--- src/rtl/dbg_watch_pkg.sv ---
`timescale 1ns/1ps
package dbg_watch_pkg;

  typedef enum logic [2:0] {
    CC_NONE = 3'd0,
    CC_EQ   = 3'd1,
    CC_LT   = 3'd2,
    CC_LE   = 3'd3,
    CC_GT   = 3'd4,
    CC_GE   = 3'd5,
    CC_NE   = 3'd6,
    CC_RSVD = 3'd7
  } wpCond_e;

  typedef enum logic [1:0] {
    SRC_FETCH  = 2'd0,
    SRC_LSDATA = 2'd1,
    SRC_LSADDR = 2'd2,
    SRC_OFF    = 2'd3
  } wpSrc_e;

  // bit 6:5 source, bit 4 signed, bits 3:1 condition, bit 0 enable
  typedef struct packed {
    wpSrc_e  src;
    logic    sgn;
    wpCond_e cond;
    logic    en;
  } wpCtrl_t;

  localparam int CTRL_W = $bits(wpCtrl_t);

  typedef enum logic [1:0] {
    RK_VALUE  = 2'd0,
    RK_CTRL   = 2'd1,
    RK_GEN    = 2'd2,
    RK_STATUS = 2'd3
  } regKind_e;

  typedef struct packed {
    logic wrValue;
    logic wrCtrl;
    logic wrGen;
    logic clrStatus;
  } dpStrobe_t;

endpackage

--- src/rtl/dbg_watch_cmp.sv ---
`timescale 1ns/1ps
module dbg_watch_cmp
  import dbg_watch_pkg::*;
#(
  parameter int DATA_W = 32
) (
  input  logic [DATA_W-1:0] qty,
  input  logic [DATA_W-1:0] value,
  input  wpCond_e           cond,
  input  logic              sgn,
  output logic              hit
);

  logic isLess;
  logic isEqual;

  always_comb begin
    isEqual = (qty == value);
    if (sgn) isLess = ($signed(qty) < $signed(value));
    else     isLess = (qty < value);
  end

  always_comb begin
    unique case (cond)
      CC_EQ:   hit = isEqual;
      CC_LT:   hit = isLess;
      CC_LE:   hit = isLess || isEqual;
      CC_GT:   hit = !isLess && !isEqual;
      CC_GE:   hit = !isLess;
      CC_NE:   hit = !isEqual;
      default: hit = 1'b0;
    endcase
  end

endmodule

--- src/rtl/dbg_watch_datapath.sv ---
`timescale 1ns/1ps
module dbg_watch_datapath
  import dbg_watch_pkg::*;
#(
  parameter int NUM_WP = 8,
  parameter int DATA_W = 32,
  localparam int IDX_W = (NUM_WP > 1) ? $clog2(NUM_WP) : 1
) (
  input  logic               clk,
  input  logic               rst,
  input  dpStrobe_t          stb,
  input  logic [IDX_W-1:0]   regIdx,
  input  regKind_e           regKind,
  input  logic [DATA_W-1:0]  wrData,
  input  logic [NUM_WP-1:0]  setMask,
  input  logic               fetchValid,
  input  logic [DATA_W-1:0]  fetchAddr,
  input  logic               lsValid,
  input  logic [DATA_W-1:0]  lsAddr,
  input  logic [DATA_W-1:0]  lsData,
  output logic [NUM_WP-1:0]  fetchHit,
  output logic [NUM_WP-1:0]  dataHit,
  output logic [NUM_WP-1:0]  genEn,
  output logic [DATA_W-1:0]  rdData
);

  logic [DATA_W-1:0] valueArr [NUM_WP];
  wpCtrl_t           ctrlArr  [NUM_WP];
  logic [NUM_WP-1:0] genEnQ;
  logic [NUM_WP-1:0] statusQ;
  logic [NUM_WP-1:0] clrMask;

  for (genvar g = 0; g < NUM_WP; g++) begin : gWp
    logic [DATA_W-1:0] valQ;
    wpCtrl_t           ctlQ;
    logic [DATA_W-1:0] operand;
    logic              cmpHit;
    logic              selHit;

    always_ff @(posedge clk) begin
      if (rst) begin
        valQ <= '0;
        ctlQ <= '0;
      end else begin
        if (stb.wrValue && regIdx == IDX_W'(g)) valQ <= wrData;
        if (stb.wrCtrl && regIdx == IDX_W'(g))  ctlQ <= wpCtrl_t'(wrData[CTRL_W-1:0]);
      end
    end

    always_comb begin
      unique case (ctlQ.src)
        SRC_FETCH:  operand = fetchAddr;
        SRC_LSDATA: operand = lsData;
        SRC_LSADDR: operand = lsAddr;
        default:    operand = '0;
      endcase
    end

    dbg_watch_cmp #(.DATA_W(DATA_W)) cmp_i (
      .qty   (operand),
      .value (valQ),
      .cond  (ctlQ.cond),
      .sgn   (ctlQ.sgn),
      .hit   (cmpHit)
    );

    assign selHit      = ctlQ.en && cmpHit;
    assign fetchHit[g] = selHit && fetchValid && (ctlQ.src == SRC_FETCH);
    assign dataHit[g]  = selHit && lsValid &&
                         ((ctlQ.src == SRC_LSDATA) || (ctlQ.src == SRC_LSADDR));
    assign valueArr[g] = valQ;
    assign ctrlArr[g]  = ctlQ;

    assert_disabled_silent_R1: assert property (@(posedge clk) disable iff (rst)
      !ctlQ.en |-> !(fetchHit[g] || dataHit[g]));
    assert_fetch_gated_R1: assert property (@(posedge clk) disable iff (rst)
      fetchHit[g] |-> fetchValid);
    assert_equal_means_equal_R2: assert property (@(posedge clk) disable iff (rst)
      (fetchHit[g] && ctlQ.cond == CC_EQ) |-> (fetchAddr == valQ));
  end

  assign clrMask = stb.clrStatus ? wrData[NUM_WP-1:0] : '0;

  always_ff @(posedge clk) begin
    if (rst) begin
      genEnQ  <= '0;
      statusQ <= '0;
    end else begin
      if (stb.wrGen) genEnQ <= wrData[NUM_WP-1:0];
      statusQ <= (statusQ & ~clrMask) | setMask;
    end
  end

  assign genEn = genEnQ;

  always_comb begin
    unique case (regKind)
      RK_VALUE:  rdData = valueArr[regIdx];
      RK_CTRL:   rdData = DATA_W'(ctrlArr[regIdx]);
      RK_GEN:    rdData = DATA_W'(genEnQ);
      RK_STATUS: rdData = DATA_W'(statusQ);
      default:   rdData = '0;
    endcase
  end

  assert_status_sticky_R8: assert property (@(posedge clk) disable iff (rst)
    !stb.clrStatus |=> ((statusQ & $past(statusQ)) == $past(statusQ)));
  assert_status_records_R8: assert property (@(posedge clk) disable iff (rst)
    (|setMask) |=> ((statusQ & $past(setMask)) == $past(setMask)));

endmodule

--- src/rtl/dbg_watch_ctrl.sv ---
`timescale 1ns/1ps
module dbg_watch_ctrl
  import dbg_watch_pkg::*;
#(
  parameter int NUM_WP = 8
) (
  input  logic              clk,
  input  logic              rst,
  input  logic              regWrEn,
  input  regKind_e          regKind,
  input  logic [NUM_WP-1:0] fetchHit,
  input  logic [NUM_WP-1:0] dataHit,
  input  logic [NUM_WP-1:0] genEn,
  input  logic              complete,
  input  logic              lsFault,
  output dpStrobe_t         stb,
  output logic [NUM_WP-1:0] setMask,
  output logic              trapReq
);

  logic [NUM_WP-1:0] pendQ;
  logic              commit;
  logic              drop;

  always_comb begin
    stb.wrValue   = regWrEn && (regKind == RK_VALUE);
    stb.wrCtrl    = regWrEn && (regKind == RK_CTRL);
    stb.wrGen     = regWrEn && (regKind == RK_GEN);
    stb.clrStatus = regWrEn && (regKind == RK_STATUS);
  end

  assign commit = complete && !lsFault;
  assign drop   = complete || lsFault;

  always_ff @(posedge clk) begin
    if (rst) pendQ <= '0;
    else     pendQ <= (drop ? '0 : pendQ) | dataHit;
  end

  assign setMask = fetchHit | (commit ? pendQ : '0);
  assign trapReq = (|(fetchHit & genEn)) || (commit && (|(pendQ & genEn)));

  assert_data_waits_R5: assert property (@(posedge clk) disable iff (rst)
    (pendQ == '0 && fetchHit == '0) |-> !trapReq);
  assert_fault_no_trap_R6: assert property (@(posedge clk) disable iff (rst)
    (lsFault && fetchHit == '0) |-> !trapReq);
  assert_pending_drained_R6: assert property (@(posedge clk) disable iff (rst)
    (drop && dataHit == '0) |=> (pendQ == '0));
  assert_gen_gate_R7: assert property (@(posedge clk) disable iff (rst)
    (genEn == '0) |-> !trapReq);

endmodule

--- src/rtl/dbg_watch_unit.sv ---
`timescale 1ns/1ps
module dbg_watch_unit
  import dbg_watch_pkg::*;
#(
  parameter int NUM_WP = 8,
  parameter int DATA_W = 32,
  localparam int IDX_W  = (NUM_WP > 1) ? $clog2(NUM_WP) : 1,
  localparam int ADDR_W = IDX_W + 2
) (
  input  logic              clk,
  input  logic              rst,
  input  logic              fetchValid,
  input  logic [DATA_W-1:0] fetchAddr,
  input  logic              lsValid,
  input  logic [DATA_W-1:0] lsAddr,
  input  logic [DATA_W-1:0] lsData,
  input  logic              complete,
  input  logic              lsFault,
  input  logic [ADDR_W-1:0] regAddr,
  input  logic              regWrEn,
  input  logic [DATA_W-1:0] regWrData,
  output logic [DATA_W-1:0] regRdData,
  output logic              trapReq
);

  regKind_e          kindSel;
  logic [IDX_W-1:0]  idxSel;
  dpStrobe_t         stb;
  logic [NUM_WP-1:0] setMask;
  logic [NUM_WP-1:0] fetchHit;
  logic [NUM_WP-1:0] dataHit;
  logic [NUM_WP-1:0] genEn;

  assign kindSel = regKind_e'(regAddr[ADDR_W-1:IDX_W]);
  assign idxSel  = regAddr[IDX_W-1:0];

  dbg_watch_ctrl #(.NUM_WP(NUM_WP)) ctrl_i (
    .clk      (clk),
    .rst      (rst),
    .regWrEn  (regWrEn),
    .regKind  (kindSel),
    .fetchHit (fetchHit),
    .dataHit  (dataHit),
    .genEn    (genEn),
    .complete (complete),
    .lsFault  (lsFault),
    .stb      (stb),
    .setMask  (setMask),
    .trapReq  (trapReq)
  );

  dbg_watch_datapath #(.NUM_WP(NUM_WP), .DATA_W(DATA_W)) dp_i (
    .clk        (clk),
    .rst        (rst),
    .stb        (stb),
    .regIdx     (idxSel),
    .regKind    (kindSel),
    .wrData     (regWrData),
    .setMask    (setMask),
    .fetchValid (fetchValid),
    .fetchAddr  (fetchAddr),
    .lsValid    (lsValid),
    .lsAddr     (lsAddr),
    .lsData     (lsData),
    .fetchHit   (fetchHit),
    .dataHit    (dataHit),
    .genEn      (genEn),
    .rdData     (regRdData)
  );

endmodule

--- config.mk ---
export PLATFORM = sky130hd
export DESIGN_NAME = dbg_watch_unit
export DESIGN_NICKNAME = d
export VERILOG_FILES = /design/src/rtl/dbg_watch_pkg.sv /design/src/rtl/dbg_watch_cmp.sv /design/src/rtl/dbg_watch_datapath.sv /design/src/rtl/dbg_watch_ctrl.sv /design/src/rtl/dbg_watch_unit.sv
export SDC_FILE = /design/constraint.sdc
export NUM_CORES = 2
export LEC_CHECK = 0
export ABC_AREA = 1
export BUFFER_PORTS_ARGS = -buffer_cell sky130_fd_sc_hd__buf_4
export CELL_PAD_IN_SITES_DETAIL_PLACEMENT = 0
export CELL_PAD_IN_SITES_GLOBAL_PLACEMENT = 1
export CORE_ASPECT_RATIO = 1.4
export CORE_MARGIN = 1
export CORE_UTILIZATION = 40
export CTS_BUF_LIST = sky130_fd_sc_hd__clkbuf_16
export CTS_CLUSTER_DIAMETER = 150
export DETAILED_ROUTE_END_ITERATION = 8
export GPL_ROUTABILITY_DRIVEN = 0
export PLACE_DENSITY_LB_ADDON = 0.25
export SYNTH_ARGS = -nofsm -noshare
export SYNTH_HDL_FRONTEND = slang
export SYNTH_SLANG_ARGS = --single-unit
--- constraint.sdc ---
create_clock -name clk -period 3.1 [get_ports clk]
set_clock_uncertainty 0.1 [all_clocks]
set_input_delay 0.155 -clock clk [delete_from_list [all_inputs] [get_ports clk]]
set_output_delay 0.155 -clock clk [all_outputs]
set_load 0.02 [all_outputs]
### Word-level counts from Yosys, hierarchy flattened

Cells that the tools add are included.
Widths: inputs -> output; s select.

* register bits: 336
* output and inout bits: 33

* bitwise operators: 8
* mux-type cells: 34
* equality and inequality tests: 82
* reduce and logical (&&, ||, !) cells: 117
* $lt $le $gt $ge: 17

Operators with widths (number)
* $pmux 32 s3: 8
* $lt 32x32->1: 16
* $eq 32x32->1: 8
* $pmux 32 s4: 1
* $bmux 32 s3: 1
* $eq 3x3->1 const B: 28
* $logic_and 1x1->1: 70
* $mux 32: 2
* $eq 3x2->1 const B: 18
* $pmux 1 s6: 8
* $eq 3x1->1 const B: 9
* $and 8x8->8: 3
* $mux 8: 3
* $or 8x8->8: 3
* $bmux 7 s3: 1
* $eq 2x2->1 const B: 10
* $eq 2x1->1 const B: 9
* $logic_not 2->1: 9
* $logic_or 1x1->1: 18
* $logic_not 1->1: 17
* $reduce_or 8->1: 2
* $mux 7: 2
* $mux 1: 8
* $not 8->8: 1
* other kinds (3): 3

### Depth between registers and ports, before layout

* depth after elaboration: 13
* depth in mapped cells: 28
* gate-level depth less buffers: 26

### Cells and area by module

From an unflattened synthesis, not the netlist that was laid out.

* cell total of the unflattened synthesis: 5351
* area, all modules: 31188.7 sq um

By module, submodules not included
* dbg_watch_datapath: times used 1, sequential area each 6566.3 sq um, area an instance 22546.6 sq um, cells each 3932
* dbg_watch_cmp: times used 8, sequential area each 0.0 sq um, area an instance 1021.0 sq um, cells each 168
* dbg_watch_ctrl: times used 1, sequential area each 160.2 sq um, area an instance 474.2 sq um, cells each 75

### Worst setup path before layout

Ideal clock, no wire load.

* path kind: flip-flop to output port
* from: register dp_i.gWp[6].ctlQ (netlist bit dp_i.ctrlArr[12])
* to: output trapReq
* stages on the path, launching flop included: 24
* required time: 2845 ps
* setup slack: -37 ps
* data arrival time: 2882 ps
* path through: dfxtp_1 > inv_1 > ha_1 > clkbuf_1 > clkbuf_1 > nand2_1 > nand3_1 > nand2_1 > inv_1 > ha_1 > a21oi_1 > nor2_1 > nor3_1 > nand2_1 > a21oi_1 > nand2_1 > nand2_1 > nand2_1 > or2_2 > nand3_1 > nand4_1 > nand2_1 > inv_1 > nand3_1

* cells in the longest elaborated chain, start to end: 13

RTL lines
* start: declaration: RTL line dbg_watch_datapath.sv:35 `wpCtrl_t ctlQ;`
* start signal: assignment: RTL line dbg_watch_datapath.sv:46 `if (stb.wrCtrl && regIdx == IDX_W'(g)) ctlQ <= wpCtrl_t'(wrData[CTRL_W-1:0]);`
* $eq 2x2->1, or another cell as far along: RTL line dbg_watch_datapath.sv:51 `unique case (ctlQ.src)`
* $pmux 32 s3: RTL line dbg_watch_datapath.sv:51
* $lt 32x32->1 (on tied branches): RTL line dbg_watch_cmp.sv:20, dbg_watch_cmp.sv:19
* $mux 1: RTL line dbg_watch_cmp.sv:19 `if (sgn) isLess = ($signed(qty) < $signed(value));`
* $logic_not 1->1: RTL line dbg_watch_cmp.sv:28, dbg_watch_cmp.sv:29
* $logic_and 1x1->1: RTL line dbg_watch_cmp.sv:28 `CC_GT: hit = !isLess && !isEqual;`
* $pmux 1 s6: RTL line dbg_watch_cmp.sv:24 `unique case (cond)`
* $logic_and 1x1->1: RTL line dbg_watch_datapath.sv:67 `assign selHit = ctlQ.en && cmpHit;`
* $logic_and 1x1->1: RTL line dbg_watch_datapath.sv:68 `assign fetchHit[g] = selHit && fetchValid && (ctlQ.src == SRC_FETCH);`
* $logic_and 1x1->1 (*): RTL line dbg_watch_datapath.sv:68
* $and 8x8->8 (*): RTL line dbg_watch_ctrl.sv:41 `assign trapReq = (|(fetchHit & genEn)) || (commit && (|(pendQ & genEn)));`
* $reduce_or 8->1 (*): RTL line dbg_watch_ctrl.sv:41
* $logic_or 1x1->1 (*): RTL line dbg_watch_ctrl.sv:41
* end: declaration: RTL line dbg_watch_unit.sv:23 `output logic trapReq`

Mark *: on every way between the ends. The rest lies on a longest branch, timed or not.

### Worst setup path after layout

* from: register dp_i.gWp[5].ctlQ (netlist bit dp_i.ctrlArr[20])
* to: output trapReq

* cells in the longest elaborated chain, start to end: 13

RTL lines (RTL line)
* start: declaration: dbg_watch_datapath.sv:35
* start signal: assignment: dbg_watch_datapath.sv:46
* $eq 2x2->1, or another cell as far along: dbg_watch_datapath.sv:51
* $pmux 32 s3: dbg_watch_datapath.sv:51
* $lt 32x32->1 (on tied branches): dbg_watch_cmp.sv:20, dbg_watch_cmp.sv:19
* $mux 1: dbg_watch_cmp.sv:19
* $logic_not 1->1: dbg_watch_cmp.sv:28, dbg_watch_cmp.sv:29
* $logic_and 1x1->1: dbg_watch_cmp.sv:28
* $pmux 1 s6: dbg_watch_cmp.sv:24
* $logic_and 1x1->1: dbg_watch_datapath.sv:67
* $logic_and 1x1->1: dbg_watch_datapath.sv:68
* $logic_and 1x1->1 (*): dbg_watch_datapath.sv:68
* $and 8x8->8 (*): dbg_watch_ctrl.sv:41
* $reduce_or 8->1 (*): dbg_watch_ctrl.sv:41
* $logic_or 1x1->1 (*): dbg_watch_ctrl.sv:41

Marked as above.

==> impl_metrics.csv <==
group,metric,value,unit
detailed_routing,detail_route.iter0.violations,3873,
synthesis,synth-seq-area-share,0.2405,
timing,max_slew.worst_pin.slew,837.5,ps
worst_setup_path,critical_path.cell_chain,"buf_6, ha_4, buf_12, buf_8, nand2_1, nand3_2, nand2_1, inv_1, ha_4, nand2_4, nor2_4, nor3b_4, buf_6, nand2_4, o211ai_1, inv_1, nand2_1, nand3_2, nand4_1, nand2_1, nor2_1, nand3_2, buf_6",
timing,slew_violations,0,
cells_and_area,final_net_count,5481,
worst_setup_path,timing.critical_path.arrival,3940,ps
synthesis,synthMuxAreaShare,0,
worst_setup_path,cp_top_family,"simple AND/OR/NAND/NOR gates",
global_route,first_global_vias,32092,
synthesis,synthDistinctLibCells,52,
synthesis,yosys-top-cells-area,"dfxtp_1 24%, nand2_1 19%, ha_1 13%",
power,power_density,324.1,nW/um^2
clock_tree,clk_transition_reported_paths,70,ps
floorplan,dieWidth,225.5,um
synthesis,synth.top_cells.by_count,"1409 x nand2_1, 635 x inv_1, 490 x a21oi_1",
floorplan,io_pins,173,
power,power_leakage,17.41,nW
worst_setup_path,setup.worst_path.class,"reg -> out",
synthesis,syn-mean-instance-area,6.015,um^2
clock_tree,tritoncts_clock_tree,"done",
global_route,met3_usage,0.08201,
worst_setup_path,cp.required,2840,ps
synthesis,synth-edff-count,0,
clock_tree,cts.root.buffer_cell,"clkbuf_16",
worst_setup_path,r2r-start,"dp_i.ctrlArr[34]$_SDFFE_PP0P_",
synthesis,synth-xor-area-share,0,
detailed_routing,via_count,34671,
global_route,use_met1,0.4641,
worst_setup_path,critPathBufInv,7,
placement,detailed_placement_wirelength_estimate,107.7,mm
worst_setup_path,worstPathMaxFanout,5,
floorplan,std_cell_rows,114,
synthesis,most_frequent_cell_after_synthesis,"nand2_1",
floorplan,die_h,314.9,um
worst_hold_path,hold_path_startpoint,"regAddr[4]",
run_status,status,"complete, but fails checks",
synthesis,mappedNetlistArea,27970,um^2
floorplan,coreArea,69180,um^2
synthesis,synth-main-ff-cell,"dfxtp_1",
clock_tree,clkLatencyLatePin,610,ps
timing,timing.final.ws_setup,-1092,ps
worst_setup_path,critPathMostFrequentCell,"nand2_1",
floorplan,floorplan.die_area,71000,um^2
synthesis,ys_seq_elements,336,
power,ir_worst_vdd,0.3308,mV
cells_and_area,layout.core_utilization,0.5646,
detailed_routing,totalWireLength,152.9,mm
cells_and_area,area.growth.synth_to_final,39.65,%
detailed_routing,wl_per_cell,25.43,um
global_route,antenna_found_initial,4,
timing,fin_hold_ws,75.32,ps
timing,setup_viol_count_final,17,
global_route,grt-busiest-layer,"met2",
timing,report.final.hold_viol_count,0,
synthesis,ys.warnings.count,0,
floorplan,effective_utilization_at_floorplan,0.4043,
worst_setup_path,startpoint,"dp_i.ctrlArr[20]$_SDFFE_PP0P_",
global_route,grt_util_all_layers,0.4194,
placement,buffer_ports.inserted,172,
timing,layout_min_cycle_time,4192,ps
global_route,groute.layer.met2.usage,0.6628,
clock_tree,cts-htree-levels,2,
worst_setup_path,crit_path_top_delay_cell,"nor3b_4",
synthesis,synth_largest_type_area_fraction,0.2405,
synthesis,syn_nets,5078,
synthesis,synth_cells,4650,
timing,maxSlewHeadroom,0.4358,
worst_setup_path,critPathLaunchType,"flip-flop",
clock_tree,cts_sinks,336,
detailed_routing,drt_pass1_iterations,8,
timing,timing.fmax,238.6,MHz
synthesis,synthesized_area_fraction_occupied_by_ao_oa_aoi_and_oai_cells,0.2065,
synthesis,synth_top_cell_by_area,"dfxtp_1",
detailed_routing,detail_route.drc_violations,0,
run,drv.max_cap_violation_count,0,
cells_and_area,layout_cells_sized_above_1,0.2573,
clock_tree,numCtsBuffers,40,
clock_tree,cts_max_path_buffers,3,
synthesis,post_synth_and_or_nand_nor_area_fraction,0.2905,
timing,final.period_utilization,1.352,
global_route,first_pass_grt_wire_length,216.0,mm
worst_setup_path,timing.critical_path.slowest_cell_delay,390,ps
run_status,violations_in_the_final_reports,"negative setup slack",
worst_hold_path,hold_class,"in -> reg",
synthesis,post_synth_fa_ha_maj_area_fraction,0.1288,
timing,grt_setup_unrepaired,"true",
global_route,grt_start_max_net_pins,82,
global_route,globalRouteOverflowTotal,0,
power,total_power,0.01266,W
detailed_routing,avgViaCountPerCell,5.768,
synthesis,ys_async_sr_fraction,0,
detailed_routing,ant_nets,0,
worst_setup_path,worstSetupEndpointType,"output port",
synthesis,combinational_family_with_the_most_area_after_synthesis,"simple AND/OR/NAND/NOR gates",
-- layout by cell type, fill, tap and decap left out, types with 28 or more instances in the layout --
cell	Yosys	final
buf_6	1	50
nand3_1	317	258
o22ai_1	81	81
a21oi_1	490	441
inv_1	635	561
ha_1	288	170
a21oi_2	2	42
clkbuf_16	0	48
o21ai_0	387	367
nand3_2	3	56
nand4_1	43	43
dfxtp_1	336	320
buf_4	0	519
buf_12	0	71
nand2_1	1409	1239
inv_2	5	69
dlygate4sd3_1	0	47
nor3_1	54	39
nor2_1	104	76
nand2_4	0	28
ha_4	0	115
nand2_2	2	144
-- state kept, by name, indices dropped and copies added (netlist names) --
name,count
dp_i.ctrlArr,56
dp_i.genEn,8
dp_i.statusQ,8
dp_i.gWp.valQ,256
ctrl_i.pendQ,8
-- layout make-up --
type / instances / area, um^2
Clock buffer: 41 / 1026
Sequential cell: 336 / 6779
Multi-Input combinational cell: 3322 / 20510
Tap cell: 928 / 1161
Fill cell: 6759 / 30120
Inverter: 640 / 2452
Antenna cell: 3 / 7.507
Clock inverter: 28 / 222.7
Timing Repair Buffer: 713 / 6899
-- worst paths after layout --
| check | end | slack, ps | depth (start not counted) |
|---|---|---|---|
| max | trapReq | -1090 | 23 |
| min | dp_i.gWp[5].valQ[4]$_SDFFE_PP0P_ | 80 | 7 |
| max reg2reg | ctrl_i.pendQ[3]$_SDFF_PP0_ | -240 | 20 |
| min reg2reg | dp_i.gWp[2].valQ[20]$_SDFFE_PP0P_ | 380 | 2 |
-- tightest hold or removal path: stages --
cell	delay, ps
buf_4	100
nor2_2	40
inv_1	70
nor2_1	70
inv_1	100
nor3_2	70
a21oi_1	130
-- kinds of logic after synthesis --
family	count (synthesis)
AO/OA/AOI/OAI	1069
adder cells (fa/ha/maj)	288
buffers and inverters	992
flip-flops	336
AND/OR/NAND/NOR	1965
-- repair_timing --
action / 4_1_cts / 5_1_grt
hold endpoints to repair: 329 / 0
hold buffers: 47 / 0
resized for setup: 357 / 418
setup buffers: 34 / 21
cloned: 9 / 7
pin swaps: 98 / 199
endpoints found under the setup margin: 17 / 17
-- layer usage --
metal / share of wire / vias up
li1: - / 15932
met1: 0.34 / 15922
met2: 0.44 / 2076
met3: 0.097 / 739
met4: 0.12 / 2
met5: 0.00027 / -
-- through the flow --
| stage | setup WS, ps | cell area (um^2) | cells | setup TNS (ps) |
|---|---|---|---|---|
| 6_report | -1092 | 39060 | 6011 | -3506 |
| 5_1_grt | -1248 | 39060 | 6011 | -5556 |
| 4_1_cts | -1055 | 36930 | 5986 | -2010 |
| 3_5_place_dp | -926.8 | 33160 | 5831 | -7256 |
| 3_3_place_gp | -930.1 | 33160 | 5831 | -6878 |
| 2_1_floorplan | 21.41 | 27970 | 4650 | 0 |
-- power breakdown --
| group | total (W) | internal, W | switching (W) | leakage (nW) |
|---|---|---|---|---|
| clock network | 0.00481 | 0.00265 | 0.00216 | 0.636 |
| registers | 0.00440 | 0.00436 | 0.0000319 | 2.72 |
| logic | 0.00345 | 0.00134 | 0.00211 | 14.1 |
No activity file was read; power rests on OpenSTA's default activity.
